--- config.mk ---
export PLATFORM = sky130hd
export DESIGN_NAME = irq_agg_top
export DESIGN_NICKNAME = d
export VERILOG_FILES = /design/src/rtl/irq_agg_pkg.sv /design/src/rtl/irq_status_reg.sv /design/src/rtl/irq_mask_reg.sv /design/src/rtl/irq_ext_err.sv /design/src/rtl/irq_agg_top.sv
export SDC_FILE = /design/constraint.sdc
export NUM_CORES = 1
export LEC_CHECK = 0
export ABC_AREA = 1
export ABC_CLOCK_PERIOD_IN_PS = 800
export BUFFER_PORTS_ARGS = -buffer_cell sky130_fd_sc_hd__buf_2
export CAP_MARGIN = 20
export CORE_UTILIZATION = 42
export DETAILED_ROUTE_END_ITERATION = 12
export GPL_TIMING_DRIVEN = 0
export PLACE_DENSITY = 0.91
export REMOVE_ABC_BUFFERS = 1
export SYNTH_ARGS = -nofsm -noshare
export SYNTH_HDL_FRONTEND = slang
export SYNTH_HIERARCHICAL = 1
export SYNTH_SLANG_ARGS = --single-unit
--- constraint.sdc ---
create_clock -name clk -period 0.8 [get_ports clk]
set_input_delay 0.08 -clock clk [delete_from_list [all_inputs] [get_ports clk]]
set_output_delay 0.08 -clock clk [all_outputs]
set_load 0.02 [all_outputs]
--- src/rtl/irq_agg_pkg.sv ---
package irq_agg_pkg;
  localparam int NUM_SRC = 4;
  localparam int ADDR_W  = 3;
  localparam int DATA_W  = 32;
  localparam int CODE_W  = 8;

  localparam int BIT_HALT = 0;
  localparam int BIT_SW0  = 1;
  localparam int BIT_SW1  = 2;
  localparam int BIT_EXT  = 3;

  typedef enum logic [ADDR_W-1:0] {
    A_STAT     = 3'd0,
    A_STAT_SET = 3'd1,
    A_STAT_CLR = 3'd2,
    A_MASK     = 3'd3,
    A_MASK_SET = 3'd4,
    A_MASK_CLR = 3'd5,
    A_DEST     = 3'd6,
    A_EXT      = 3'd7
  } reg_addr_e;
endpackage

--- src/rtl/irq_status_reg.sv ---
module irq_status_reg #(
  parameter int N = 4
) (
  input  logic         clk,
  input  logic         rst_n,
  input  logic [N-1:0] evt,
  input  logic         set_we,
  input  logic         clr_we,
  input  logic [N-1:0] wdata,
  output logic [N-1:0] status_o
);
  logic [N-1:0] q;
  logic [N-1:0] set_bits;
  logic [N-1:0] clr_bits;

  assign set_bits = evt | (set_we ? wdata : '0);
  assign clr_bits = clr_we ? wdata : '0;

  always_ff @(posedge clk or negedge rst_n) begin
    if (!rst_n) q <= '0;
    else        q <= (q & ~clr_bits) | set_bits;
  end

  assign status_o = q;

  for (genvar i = 0; i < N; i++) begin : g_chk

    evt_sets_chk: assert property (@(posedge clk) disable iff (!rst_n)
      $past(evt[i]) |-> q[i]);

    sticky_chk: assert property (@(posedge clk) disable iff (!rst_n)
      ($past(q[i]) && !$past(clr_we && wdata[i])) |-> q[i]);

    sw_set_chk: assert property (@(posedge clk) disable iff (!rst_n)
      $past(set_we && wdata[i]) |-> q[i]);
  end
endmodule

--- src/rtl/irq_mask_reg.sv ---
module irq_mask_reg #(
  parameter int N = 4
) (
  input  logic         clk,
  input  logic         rst_n,
  input  logic         set_we,
  input  logic         clr_we,
  input  logic         dest_we,
  input  logic [N-1:0] wdata,
  output logic [N-1:0] mask_o,
  output logic [N-1:0] dest_o
);
  logic [N-1:0] mask_q;
  logic [N-1:0] dest_q;

  always_ff @(posedge clk or negedge rst_n) begin
    if (!rst_n) begin
      mask_q <= '0;
      dest_q <= '0;
    end else begin
      if (set_we)       mask_q <= mask_q | wdata;
      else if (clr_we)  mask_q <= mask_q & ~wdata;
      if (dest_we)      dest_q <= wdata;
    end
  end

  assign mask_o = mask_q;
  assign dest_o = dest_q;

  for (genvar i = 0; i < N; i++) begin : g_chk

    mask_set_chk: assert property (@(posedge clk) disable iff (!rst_n)
      $past(set_we && wdata[i]) |-> mask_q[i]);

    mask_clr_chk: assert property (@(posedge clk) disable iff (!rst_n)
      $past(clr_we && !set_we && wdata[i]) |-> !mask_q[i]);

    mask_hold_chk: assert property (@(posedge clk) disable iff (!rst_n)
      $past(!set_we && !clr_we) |-> (mask_q[i] == $past(mask_q[i])));
  end
endmodule

--- src/rtl/irq_ext_err.sv ---
module irq_ext_err #(
  parameter int CODE_W = 8
) (
  input  logic              clk,
  input  logic              rst_n,
  input  logic              evt,
  input  logic [CODE_W-1:0] code_in,
  input  logic              wr_we,
  input  logic              wr_valid,
  output logic              valid_o,
  output logic [CODE_W-1:0] code_o
);
  logic              valid_q;
  logic [CODE_W-1:0] code_q;

  always_ff @(posedge clk or negedge rst_n) begin
    if (!rst_n) begin
      valid_q <= 1'b0;
      code_q  <= '0;
    end else if (evt) begin
      valid_q <= 1'b1;
      code_q  <= code_in;
    end else if (wr_we) begin
      valid_q <= valid_q & wr_valid;
    end
  end

  assign valid_o = valid_q;
  assign code_o  = code_q;


  ext_valid_set_chk: assert property (@(posedge clk) disable iff (!rst_n)
    $past(evt) |-> valid_q);

  ext_ack_chk: assert property (@(posedge clk) disable iff (!rst_n)
    $past(wr_we && !wr_valid && !evt) |-> !valid_q);

  ext_no_wr_set_chk: assert property (@(posedge clk) disable iff (!rst_n)
    ($past(!evt) && !$past(valid_q)) |-> !valid_q);

  ext_code_keep_chk: assert property (@(posedge clk) disable iff (!rst_n)
    $past(!evt) |-> $stable(code_q));
endmodule

--- src/rtl/irq_agg_top.sv ---
module irq_agg_top
  import irq_agg_pkg::*;
(
  input  logic              clk,
  input  logic              rst_n,
  input  logic              evt_halt,
  input  logic              evt_sw0,
  input  logic              evt_sw1,
  input  logic              evt_ext_err,
  input  logic [CODE_W-1:0] ext_err_code,
  input  logic              wr_en,
  input  logic [ADDR_W-1:0] wr_addr,
  input  logic [DATA_W-1:0] wr_data,
  input  logic [ADDR_W-1:0] rd_addr,
  output logic [DATA_W-1:0] rd_data,
  output logic              irq_o
);
  localparam int EXT_W = CODE_W + 1;

  logic [NUM_SRC-1:0] evt_vec;
  logic [NUM_SRC-1:0] status_q;
  logic [NUM_SRC-1:0] mask_q;
  logic [NUM_SRC-1:0] dest_q;
  logic               ext_valid;
  logic [CODE_W-1:0]  ext_code;
  logic               we_sset, we_sclr, we_mset, we_mclr, we_dest, we_ext;
  logic               unused_wr_hi;

  always_comb begin
    evt_vec           = '0;
    evt_vec[BIT_HALT] = evt_halt;
    evt_vec[BIT_SW0]  = evt_sw0;
    evt_vec[BIT_SW1]  = evt_sw1;
    evt_vec[BIT_EXT]  = evt_ext_err;
  end

  assign we_sset = wr_en && (wr_addr == A_STAT_SET);
  assign we_sclr = wr_en && (wr_addr == A_STAT_CLR);
  assign we_mset = wr_en && (wr_addr == A_MASK_SET);
  assign we_mclr = wr_en && (wr_addr == A_MASK_CLR);
  assign we_dest = wr_en && (wr_addr == A_DEST);
  assign we_ext  = wr_en && (wr_addr == A_EXT);
  assign unused_wr_hi = ^wr_data[DATA_W-1:NUM_SRC];

  irq_status_reg #(.N(NUM_SRC)) u_status (
    .clk(clk), .rst_n(rst_n), .evt(evt_vec),
    .set_we(we_sset), .clr_we(we_sclr),
    .wdata(wr_data[NUM_SRC-1:0]), .status_o(status_q)
  );

  irq_mask_reg #(.N(NUM_SRC)) u_mask (
    .clk(clk), .rst_n(rst_n), .set_we(we_mset), .clr_we(we_mclr),
    .dest_we(we_dest), .wdata(wr_data[NUM_SRC-1:0]),
    .mask_o(mask_q), .dest_o(dest_q)
  );

  irq_ext_err #(.CODE_W(CODE_W)) u_ext (
    .clk(clk), .rst_n(rst_n), .evt(evt_ext_err), .code_in(ext_err_code),
    .wr_we(we_ext), .wr_valid(wr_data[0]),
    .valid_o(ext_valid), .code_o(ext_code)
  );

  always_comb begin
    rd_data = '0;
    case (rd_addr)
      A_STAT:  rd_data[NUM_SRC-1:0] = status_q;
      A_MASK:  rd_data[NUM_SRC-1:0] = mask_q;
      A_DEST:  rd_data[NUM_SRC-1:0] = dest_q;
      A_EXT:   rd_data[EXT_W-1:0]   = {ext_code, ext_valid};
      default: rd_data = '0;
    endcase
  end

  assign irq_o = |(status_q & mask_q & dest_q);


  masked_quiet_chk: assert property (@(posedge clk) disable iff (!rst_n)
    (mask_q == '0) |-> !irq_o);

  unrouted_quiet_chk: assert property (@(posedge clk) disable iff (!rst_n)
    (dest_q == '0) |-> !irq_o);

  alias_read_zero_chk: assert property (@(posedge clk) disable iff (!rst_n)
    (rd_addr == A_STAT_SET || rd_addr == A_MASK_CLR) |-> (rd_data == '0));
endmodule

Word-level counts from Yosys, hierarchy flattened. Index checks and enable logic that the tools add are counted.

Register bits: 21. Input port bits: 53. Output and inout port bits: 33. Word-level logic and storage cells: 42.

Eq/ne operators: 9. Muxes and demuxes: 8. Bitwise operators: 10. Reductions and logical operators: 10.

Operators by type and width (count): $eq A3 B3 Y1 const B (6); $and A4 B4 Y4 (4); $mux W4 (4); $pmux W4 S4 (1); $or A4 B4 Y4 (3); $not A4 Y4 (2); $eq A3 B2 Y1 const B (2); $logic_and A1 B1 Y1 (6); $mux W5 (1); $reduce_bool A2 Y1 (2); $reduce_or A4 Y1 (1); $eq A3 B1 Y1 const B (1); $logic_not A3 Y1 (1); $mux W1 (2); $and A1 B1 Y1 (1).

Logic depth before layout (Yosys ltp). Gate-level depths: netlist of run 1.

Depth after elaboration: 6. Depth in mapped cells: 6. Depth with buffers taken out: 6.

Cells and area by module. Netlist of run 1, hierarchy kept.

By module, submodules not included: irq_agg_top (times used 1, cells an instance 99, area an instance 520.5 µm²); irq_ext_err (times used 1, cells an instance 39, area an instance 345.3 µm²); irq_mask_reg (times used 1, cells an instance 36, area an instance 310.3 µm²); irq_status_reg (times used 1, cells an instance 20, area an instance 165.2 µm²).

Least setup slack after synthesis of run 1. OpenSTA, ideal clock, no wires.

Kind: register to output. Start: register u_status.q[1], in the netlist u_status/status_o[1]. End: output irq_o. Arrival time: 0.676 ns. Path slack: 0.044 ns. Stages on the path, launching flop included: 3. Path buffers: 0. Cells stage by stage: dfrtp_1 -> nand3_1 -> nand4_1.

Cells in the longest elaborated chain, start to end: 3.

Ends and longest elaborated chain: start, declared (RTL line irq_status_reg.sv:12) `logic [N-1:0] q;`; start signal, assigned (RTL line irq_status_reg.sv:21) `else q <= (q & ~clr_bits) | set_bits;`; $and A4 B4 Y4 (2 in a row) (RTL line irq_agg_top.sv:74) `assign irq_o = |(status_q & mask_q & dest_q);`; $reduce_or A4 Y1 (RTL line irq_agg_top.sv:74); end, declared (RTL line irq_agg_top.sv:16) `output logic irq_o`.

No other way between the ends.

Final worst setup path of run 1.
Start: register u_status.q[3], in the netlist u_status/status_o[3]. End: output rd_data[3].

Cells in the longest elaborated chain, start to end: 1.

Ends and longest elaborated chain: $pmux W4 S4 (RTL line irq_agg_top.sv:65) `case (rd_addr)`; end, declared (RTL line irq_agg_top.sv:15) `output logic [DATA_W-1:0] rd_data,`.

No other way between the ends.

==> reports/results.ini, run 1 <==
[outcome]
outcome = complete, but fails checks
failed_checks = negative setup slack

[critical_path]
cp-start-kind = register
cp_common_cell = nand2_1
crit_type = reg -> out
slowest_delay_ps = 450
crit_chain = nand3_1, nand2_1, inv_1, nand2_1, buf_6
crit_arrival_ps = 1190
crit_fanout = 3
worstPathRequired_ps = 720
cp-end-kind = output pin
ff2ff_path_depth = 4
crit_slowest_cell = dfrtp_1

[global_routing]
overflow = 0
grt_pass1_vias = 1077
track_usage_pct = 18.36
grt_pass1_wl_um = 4788
antenna_found_initial = 0
grt_max_degree = 22

[pwr]
p_sw_w = 0.0009216
p_int_w = 0.001721
ir_drop_uv = 792.7
leakage_nw = 0.9879
powerDensity_mw_per_mm2 = 1499
p_clk_share_pct = 19.1
combPwrFrac_pct = 31.7
total_power_w = 0.002643
pwr-share-seq_pct = 49.2
switching_share_pct = 34.87

[placement]
place_congestion = 0.8034
hpwl_um = 1951
place.port_buffers = 34
dpl_worst_slack_ps = -245.4
placed_area_mm2 = 0.001446

[clock_tree]
cts-root-buf = clkbuf_4
cts-buffers-inserted = 3
path_clk_slew_ps = 110
htree_levels = 1
clk_latency_ps = 300
cts_tree = built
clk_path_buf_depth = 2
cts.sinks = 21

[logic_synthesis]
avgSynthCellArea_um2 = 6.914
synth_ff_type = dfrtp_1
yosys_warnings = 6
syn_inst = 194
syn_area_mm2 = 0.001341
synth_cell_types = 15
seq_area_frac_synth_pct = 39.18
synth_edf_count = 0
async_flop_share_pct = 100.0
synth-seq-cells = 21

[timing]
fin_crit_sh_pct = 158.5
slew_viol_final = 0
setup_viol = 12
hold_viol_final = 0
max_freq_ghz = 0.7886
period_minus_slack_ps = 1268
rsz0062_at_grt = true
fin_setup_tns_ps = -3182
finalWorstSetupSlack_ps = -468.1
worst_pin_slew_ps = 502.2
fin_skew_ps = 0
relSlewSlack_pct = 66.26
hold_slack_ps = 40.13

[hold_path]
min_path_cells = 3
hold_path_class = in -> reg

[finish]
diodes = 0
synthToLayoutAreaGrowth_pct = 31.44
drive_gt1_share_pct = 24.60
finalInstanceArea_mm2 = 0.001763
n_fill_cell = 272
fin_nets = 306

[detailed_routing]
drc = 0
ant_nets = 0
routed_via_density = 4.530
wl_per_cell_um = 11.15
routed_wl_um = 3300
drtIter0Drc = 79
firstDrtPassIters = 4
num_vias = 1341

[floorplanning]
coreArea_mm2 = 0.003053
rows = 20
ios = 86
die_w_um = 58.51
die_h_um = 58.51
start_util_pct = 43.93
dieArea_mm2 = 0.003423

[flow_run]
maxCapViolCount = 0

kinds of logic (layout without fill, tap and decap cells):
family | after synthesis | after routing | synth area share [%]
simple gates | 110 | 110 | 34.61
other cells | 1 | 23 | 0.2796
compound gates | 8 | 8 | 2.985
flops | 21 | 21 | 39.18
buf+inv | 54 | 90 | 22.95
path summary, 6_finish.rpt:
path	slack [ps]	startpoint	endpoint
setup / recovery	-470	u_status/status_o[3]$_DFF_PN0_	rd_data[3]
hold / removal	40	wr_data[1]	register
setup reg to reg	-30	u_ext/valid_o$_DFFE_PN0P_	u_ext/valid_o$_DFFE_PN0P_
hold reg to reg	490	u_ext/code_o[3]$_DFFE_PN0P_	u_ext/code_o[3]$_DFFE_PN0P_
max in group asynchronous	220	rst_n	async pin
min in group asynchronous	250	rst_n	u_status/status_o[2]$_DFF_PN0_
per-stage QoR:
stage | cells | utilization [%]
floorplan | 190 | -
global placement | 268 | 47.38
detailed placement | 268 | 47.38
CTS | 292 | 55.29
global route | 296 | 57.75
finish | 296 | 57.75
final cells by class:
cell class                      count  area, um2  share of cell area, %
Multi-Input combinational cell    141      618.1                  35.06
Sequential cell                    21      525.5                  29.81
Tap cell                           44      55.05                  3.123
Timing Repair Buffer               58      431.7                  24.49
Inverter                           28      105.1                  5.962
Clock inverter                      1      5.005                 0.2839
Clock buffer                        3      22.52                  1.278
layout by cell type, fill, tap and decap left out, drive strengths merged:
cell         count
nand2           70
buf             46
inv             28
conb            23
dfrtp           21
nor2            20
dlygate4sd3     12
nand3           11
nand4            5
o21ai            4
a21oi            4
nor3             4
clkbuf           3
clkinv           1
repair_timing:
action	4_1_cts	5_1_grt
setup buffers	8	4
endpoints found under the hold margin	32	0
endpoints found under the setup margin	10	14
hold buffers	12	0
pin swaps	15	9
gates resized for setup	12	13
synth_stat cells (2+ instances only):
master / count / area [um2]
nand2_1: 70 / 262.8
inv_1: 26 / 97.59
buf_4: 24 / 180.2
dfrtp_1: 21 / 525.5
nor2_1: 19 / 71.32
nand3_1: 10 / 50.05
nand4_1: 5 / 31.28
a21oi_1: 4 / 20.02
nor3_1: 4 / 20.02
o21ai_0: 4 / 20.02
buf_6: 2 / 22.52
inv_2: 2 / 7.510
power by group through the flow:
stage | registers [W] | logic [W] | clock network [W]
after floorplan | 0.00128 | 0.000410 | 0
after global placement | 0.00130 | 0.000598 | 0
final | 0.00130 | 0.000838 | 0.000506
after CTS | 0.00128 | 0.000751 | 0.000517
after detailed placement | 0.00131 | 0.000612 | 0
after global routing | 0.00131 | 0.000917 | 0.000564
layer usage:
metal	vias to the layer above	part of all wire (%)	track usage, %
li1	659	-	-
met3	9	6.0	2.198
met1	607	40	25.39
met4	0	1.7	6.803
met2	66	52	29.72
met5	-	0	0
critical path: cells and delay by family, from the launching register on:
| family | cells | cell delay [ps] |
|---|---|---|
| flops | 1 | 450 |
| buf+inv | 2 | 210 |
| simple gates | 3 | 230 |
(Power assumes the default switching activity.)
==> run 2, diff against run 1 <==
ABC_CLOCK_PERIOD_IN_PS = 1090   (was 800)
CELL_PAD_IN_SITES_DETAIL_PLACEMENT = 0   (was default)
CELL_PAD_IN_SITES_GLOBAL_PLACEMENT = 1   (was default)
CORE_UTILIZATION = 25   (was 42)
PLACE_DENSITY = 0.88   (was 0.91)
clock period = 1.09 ns   (was 0.8 ns; I/O delays follow)
==> run 2 against run 1 <==
Effect of this change:
- the run still ends with negative setup slack left
- via count fell by 8.9%
- register-to-register slack better by 240 ps
- sequential share of layout area is 1.9 points higher
- sequential cell count stayed put
- global-route usage down 8.2 points
- worst setup slack better by 390 ps
- critical endpoint unchanged
==> reports/results.ini, run 2 (synthesis results as in run 1) <==
[critical_path]
crit_chain = inv_1, nor2_1, nor2_1, nand2_2, buf_6
worstPathRequired_ps = 980  ; +260 ps
slowest_delay_ps = 400  ; -50 ps
crit_arrival_ps = 1060  ; -130 ps
crit_fanout = 3  ; unchanged
cp-end-kind = output pin
crit_slowest_cell = dfrtp_1
cp_common_cell = nor2_1
crit_type = reg -> out
cp-start-kind = register

[outcome]
failed_checks = negative setup slack
outcome = complete, but fails checks

[finish]
mostFrequentLayoutCells = 69 x nand2_1, 27 x buf_2, 24 x inv_1
utilization_pct = 32.28  ; -25 points
diodes = 0  ; unchanged
fin_nets = 295  ; -3.6%
synthToLayoutAreaGrowth_pct = 23.69
final_common_cell = nand2_1
final_cells = 311  ; +5.1%
drive_gt1_share_pct = 24.07  ; -0.54 points

[detailed_routing]
firstDrtPassIters = 4  ; unchanged
routed_via_density = 3.926  ; -13%
wl_per_cell_um = 9.206  ; -17%
routed_wl_um = 2863  ; -13%
drc = 0  ; unchanged
ant_nets = 0  ; unchanged
drtIter0Drc = 63  ; -20%
num_vias = 1221  ; -8.9%

[global_routing]
grt_max_degree = 22  ; unchanged
grt_pass1_vias = 1015  ; -5.8%
overflow = 0  ; unchanged
antenna_found_initial = 0  ; unchanged
track_usage_pct = 10.12  ; -8.2 points
grt_pass1_wl_um = 4360  ; -8.9%

[clock_tree]
clk_path_buf_depth = 2  ; unchanged
cts-root-buf = clkbuf_8
path_clk_slew_ps = 80  ; -30 ps
cts_tree = built
cts.sinks = 21  ; unchanged
clk_latency_ps = 260  ; -40 ps
cts-buffers-inserted = 3  ; unchanged
htree_levels = 1  ; unchanged

[timing]
finalWorstSetupSlack_ps = -77.45  ; +390.6 ps
rsz0062_at_grt = true
worst_pin_slew_ps = 558.1  ; +55.83 ps
fin_skew_ps = 0  ; unchanged
setup_viol = 5  ; -7
slew_viol_final = 0  ; unchanged
hold_viol_final = 0  ; unchanged
relSlewSlack_pct = 62.51  ; -3.8 points
fin_setup_tns_ps = -326.9  ; +2855 ps
max_freq_ghz = 0.8566
period_minus_slack_ps = 1167
fin_crit_sh_pct = 107.1

[hold_path]
hold_path_class = in -> reg

[placement]
placed_cells = 294  ; +9.7%
place.port_buffers = 34  ; unchanged
hpwl_um = 2218  ; +14%
place_congestion = 0.7629  ; -5.0%

[floorplanning]
die_w_um = 75.25  ; +29%
start_util_pct = 26.10  ; -18 points
dieArea_mm2 = 0.005662  ; +65%
die_h_um = 75.25  ; +29%
ios = 86  ; unchanged
coreArea_mm2 = 0.005140  ; +68%
rows = 26  ; +30%

[pwr]
leakage_nw = 0.9414  ; -4.7%
ir_drop_uv = 511.7  ; -35%
powerDensity_mw_per_mm2 = 1213  ; -19%

[flow_run]
maxCapViolCount = 0  ; unchanged

==> run 2: layout make-up <==
cell class                 count  area, um2
multi-input combinational    141      595.6
fill                         585       3481
timing repair buffer          47      299.0
inverter                      28      105.1
sequential                    21      525.5
clock inverter                 1      5.005
clock buffer                   3      41.29
tap                           70      87.58
==> run 2: routing by layer <==
| metal | GRT usage [%] | share of wire (%) | routed length (um) |
|---|---|---|---|
| met3 | 2.276 | 6.8 | 195 |
| met5 | 0 | 0 | 0 |
| met4 | 3.704 | 0.94 | 27 |
| met1 | 12.83 | 46 | 1322 |
| met2 | 16.92 | 46 | 1317 |
==> run 2: worst max-delay path, delay by kind of cell (launching register included) <==
family / cells / cell delay [ps]
DFF: 1 / 400
buffers and inverters: 2 / 190
and+or+nand+nor: 3 / 220
==> run 2: power breakdown <==
part	internal, W	switching [W]	leakage (nW)	total, W
Combinational	0.000235	0.000336	0.677	0.000571
Sequential	0.000873	0.0000716	0.239	0.000945
Clock	0.000254	0.000243	0.0255	0.000497
Total	0.00136	0.000651	0.941	0.00201
==> run 2: worst paths after layout <==
check | endpoint | cells after the start | slack [ps] | startpoint
hold reg to reg | u_ext/code_o[4]$_DFFE_PN0P_ | 2 | 480 | u_ext/code_o[4]$_DFFE_PN0P_
hold / removal | u_status/status_o[1]$_DFF_PN0_ | 3 | 40 | evt_sw0
max in group asynchronous | u_status/status_o[0]$_DFF_PN0_ | 2 | 420 | rst_n
min in group asynchronous | u_status/status_o[3]$_DFF_PN0_ | 2 | 340 | rst_n
setup reg to reg | u_mask/dest_o[3]$_DFFE_PN0P_ | 4 | 210 | u_mask/dest_o[3]$_DFFE_PN0P_
setup / recovery | rd_data[3] | 5 | -80 | u_mask/dest_o[3]$_DFFE_PN0P_
==> run 2: per-stage QoR <==
| step | hold slack (ps) | total power, W | setup WS [ps] | cell area [um2] |
|---|---|---|---|---|
| after floorplan | -186.6 | 0.001238 | 304.6 | 1221 |
| after global placement | 91.11 | 0.001406 | 2.530 | 1479 |
| after detailed placement | 92.71 | 0.001417 | 3.923 | 1479 |
| after CTS | 33.22 | 0.001986 | -81.77 | 1617 |
| after global routing | 53.79 | 0.002124 | -148.9 | 1659 |
| final | 35.15 | 0.002013 | -77.45 | 1659 |
==> run 2: what timing repair did <==
item                       in CTS  in global routing
gates resized for setup         7                  7
setup buffers                   8                  4
hold buffers                    1                  0
setup endpoints to repair       5                  8
hold endpoints to repair       21                  0
pin swaps                       6                  2
==> run 3, diff against run 2 <==
CORE_MARGIN = 3   (was default)
==> run 3 against run 2 <==
Effect of this change:
- the run still ends with negative setup slack left
- sequential cell count unchanged
- total power grew 0.66%
- clock-buffer cell count grew 1
- die area is 11% higher
- wire length rose by 7.0%
- cell count is 0.32% lower
- sequential power up 0.5%
- via count shrank 0.57%
- register-to-register slack better by 30 ps
- maximum frequency fell by 4.4%
- critical endpoint is now rd_data[0]
==> reports/results.ini, run 3 (synthesis results as in run 1) <==
[outcome]
outcome = complete, but fails checks
failed_checks = negative setup slack

[critical_path]
r2r_setup_slack_ps = 240  ; +30 ps
ff2ff_path_depth = 4  ; unchanged
cp-start-kind = register
crit_type = reg -> out
cp-end-kind = output pin
crit_fanout = 3  ; unchanged
worstPathRequired_ps = 980  ; about the same
crit_arrival_ps = 1110  ; +50 ps

[timing]
fin_crit_sh_pct = 112.0  ; +4.9 points
relSlewSlack_pct = 57.72  ; -4.8 points
worst_pin_slew_ps = 629.3  ; +71.27 ps
slew_viol_final = 0  ; unchanged
finalWorstSetupSlack_ps = -131.1  ; -53.69 ps
period_minus_slack_ps = 1221  ; +53.69 ps
rsz0062_at_grt = true
setup_viol = 5  ; unchanged
hold_viol_final = 0  ; unchanged
fin_skew_ps = 0  ; unchanged
max_freq_ghz = 0.8189  ; -4.4%

[placement]
dpl_worst_slack_ps = -23.24  ; -27.16 ps
hpwl_um = 2315  ; +4.4%
place_congestion = 0.7856  ; +3.0%
place.port_buffers = 34  ; unchanged

[detailed_routing]
ant_nets = 0  ; unchanged
wl_per_cell_um = 9.877  ; +7.3%
firstDrtPassIters = 4  ; unchanged
routed_via_density = 3.916  ; -0.25%
num_vias = 1214  ; -0.57%
routed_wl_um = 3062  ; +7.0%
drc = 0  ; unchanged
drtIter0Drc = 84  ; +33%

[finish]
regArea_um2 = 525.5  ; unchanged
mostFrequentLayoutCells = 70 x nand2_1, 29 x buf_2, 25 x inv_1
drive_gt1_share_pct = 22.92  ; -1.1 points
fin_nets = 294  ; -0.34%
final_common_cell = nand2_1
synthToLayoutAreaGrowth_pct = 22.95
multiInputGateArea_um2 = 595.6  ; unchanged
n_fill_cell = 586  ; +0.17%
diodes = 0  ; unchanged

[global_routing]
track_usage_pct = 9.685  ; -0.43 points
grt.busiest_layer = met2
use_met3_pct = 2.041  ; -0.23 points
grt_pass1_wl_um = 4809  ; +10%
antenna_found_initial = 0  ; unchanged
overflow = 0  ; unchanged
use_met2_pct = 15.15  ; -1.8 points
grt_max_degree = 22  ; unchanged
grt_pass1_vias = 1077  ; +6.1%
grtUsageMet1_pct = 13.08  ; +0.25 points

[clock_tree]
clk_latency_ps = 260  ; about the same
cts-buffers-inserted = 3  ; unchanged
cts_tree = built
path_clk_slew_ps = 70  ; about the same
htree_levels = 1  ; unchanged
cts-root-buf = clkbuf_8
cts.sinks = 21  ; unchanged
clk_path_buf_depth = 2  ; unchanged

[floorplanning]
coreArea_mm2 = 0.005140  ; unchanged
die_w_um = 79.25  ; +5.3%
die_h_um = 79.25  ; +5.3%
rows = 26  ; unchanged
dieArea_mm2 = 0.006280  ; +11%
start_util_pct = 26.10  ; unchanged
ios = 86  ; unchanged

[hold_path]
hold_path_end = u_status/status_o[0]$_DFF_PN0_
hold_path_class = in -> reg
min_path_cells = 3  ; unchanged
worstHoldStart = evt_halt

[flow_run]
maxCapViolCount = 0  ; unchanged

[pwr]
total_power_w = 0.002026  ; +0.66%
ir_drop_uv = 435.5  ; -15%
leakage_nw = 0.9374  ; -0.42%
powerDensity_mw_per_mm2 = 1229  ; +1.3%

## run 3: routing by layer
metal / share of wire (%) / vias to the layer above
li1: - / 639
met1: 47 / 542
met2: 47 / 29
met3: 4.8 / 4
met4: 1.4 / 0
met5: 0 / -
## run 3: how the worst max path moves through the flow
stage | slack [ps] | end | startpoint | cells past startpoint
2_1_floorplan | 300 | irq_o | u_status/status_o[1]$_DFF_PN0_ | 2
3_3_place_gp | -40 | u_status/status_o[1]$_DFF_PN0_ | wr_addr[0] | 7
3_5_place_dp | -20 | u_status/status_o[1]$_DFF_PN0_ | wr_addr[0] | 7
4_1_cts | -170 | rd_data[0] | u_mask/dest_o[0]$_DFFE_PN0P_ | 5
5_1_grt | -190 | rd_data[0] | u_mask/dest_o[0]$_DFFE_PN0P_ | 5
6_report | -130 | rd_data[0] | u_mask/dest_o[0]$_DFFE_PN0P_ | 5
## run 3: cell type report
| class | count | share of cell area [%] |
|---|---|---|
| Timing Repair Buffer | 46 | 17.60 |
| Tap cell | 70 | 5.311 |
| Sequential cell | 21 | 31.87 |
| Multi-Input combinational cell | 141 | 36.12 |
| Clock buffer | 4 | 2.731 |
| Inverter | 28 | 6.373 |
## run 3: what timing repair did
| action | in CTS | in global routing |
|---|---|---|
| endpoints found under the setup margin | 5 | 6 |
| hold buffers | 1 | 0 |
| gates resized for setup | 6 | 6 |
| cloned | 0 | 0 |
| endpoints found under the hold margin | 21 | 0 |
| pin swaps | 8 | 5 |
| setup buffers | 5 | 6 |
## run 3: metrics by stage
stage,setup TNS (ps),cell area [um2],cells,hold slack [ps],util (%)
CTS,-442.2,1590,304,25.78,30.94
finish,-357.3,1649,310,31.58,32.08
global placement,-163.8,1479,294,91.78,28.77
detailed placement,-59.83,1479,294,92.54,28.77
floorplan,0,1221,190,-186.6,-
global route,-722.4,1649,310,44.40,32.08
## run 3: power breakdown
part	internal, W	switching (W)	total (W)
combinational	0.000231	0.000338	0.000569
clock	0.000260	0.000247	0.000508
sequential	0.000873	0.0000766	0.000950
## run 3: critical path, stage by stage (launching register included)
cell and delay [ps]:
dfrtp_1 420, inv_2 70, nor2_2 30, nor2_2 130
nand2_1 70, buf_6 130
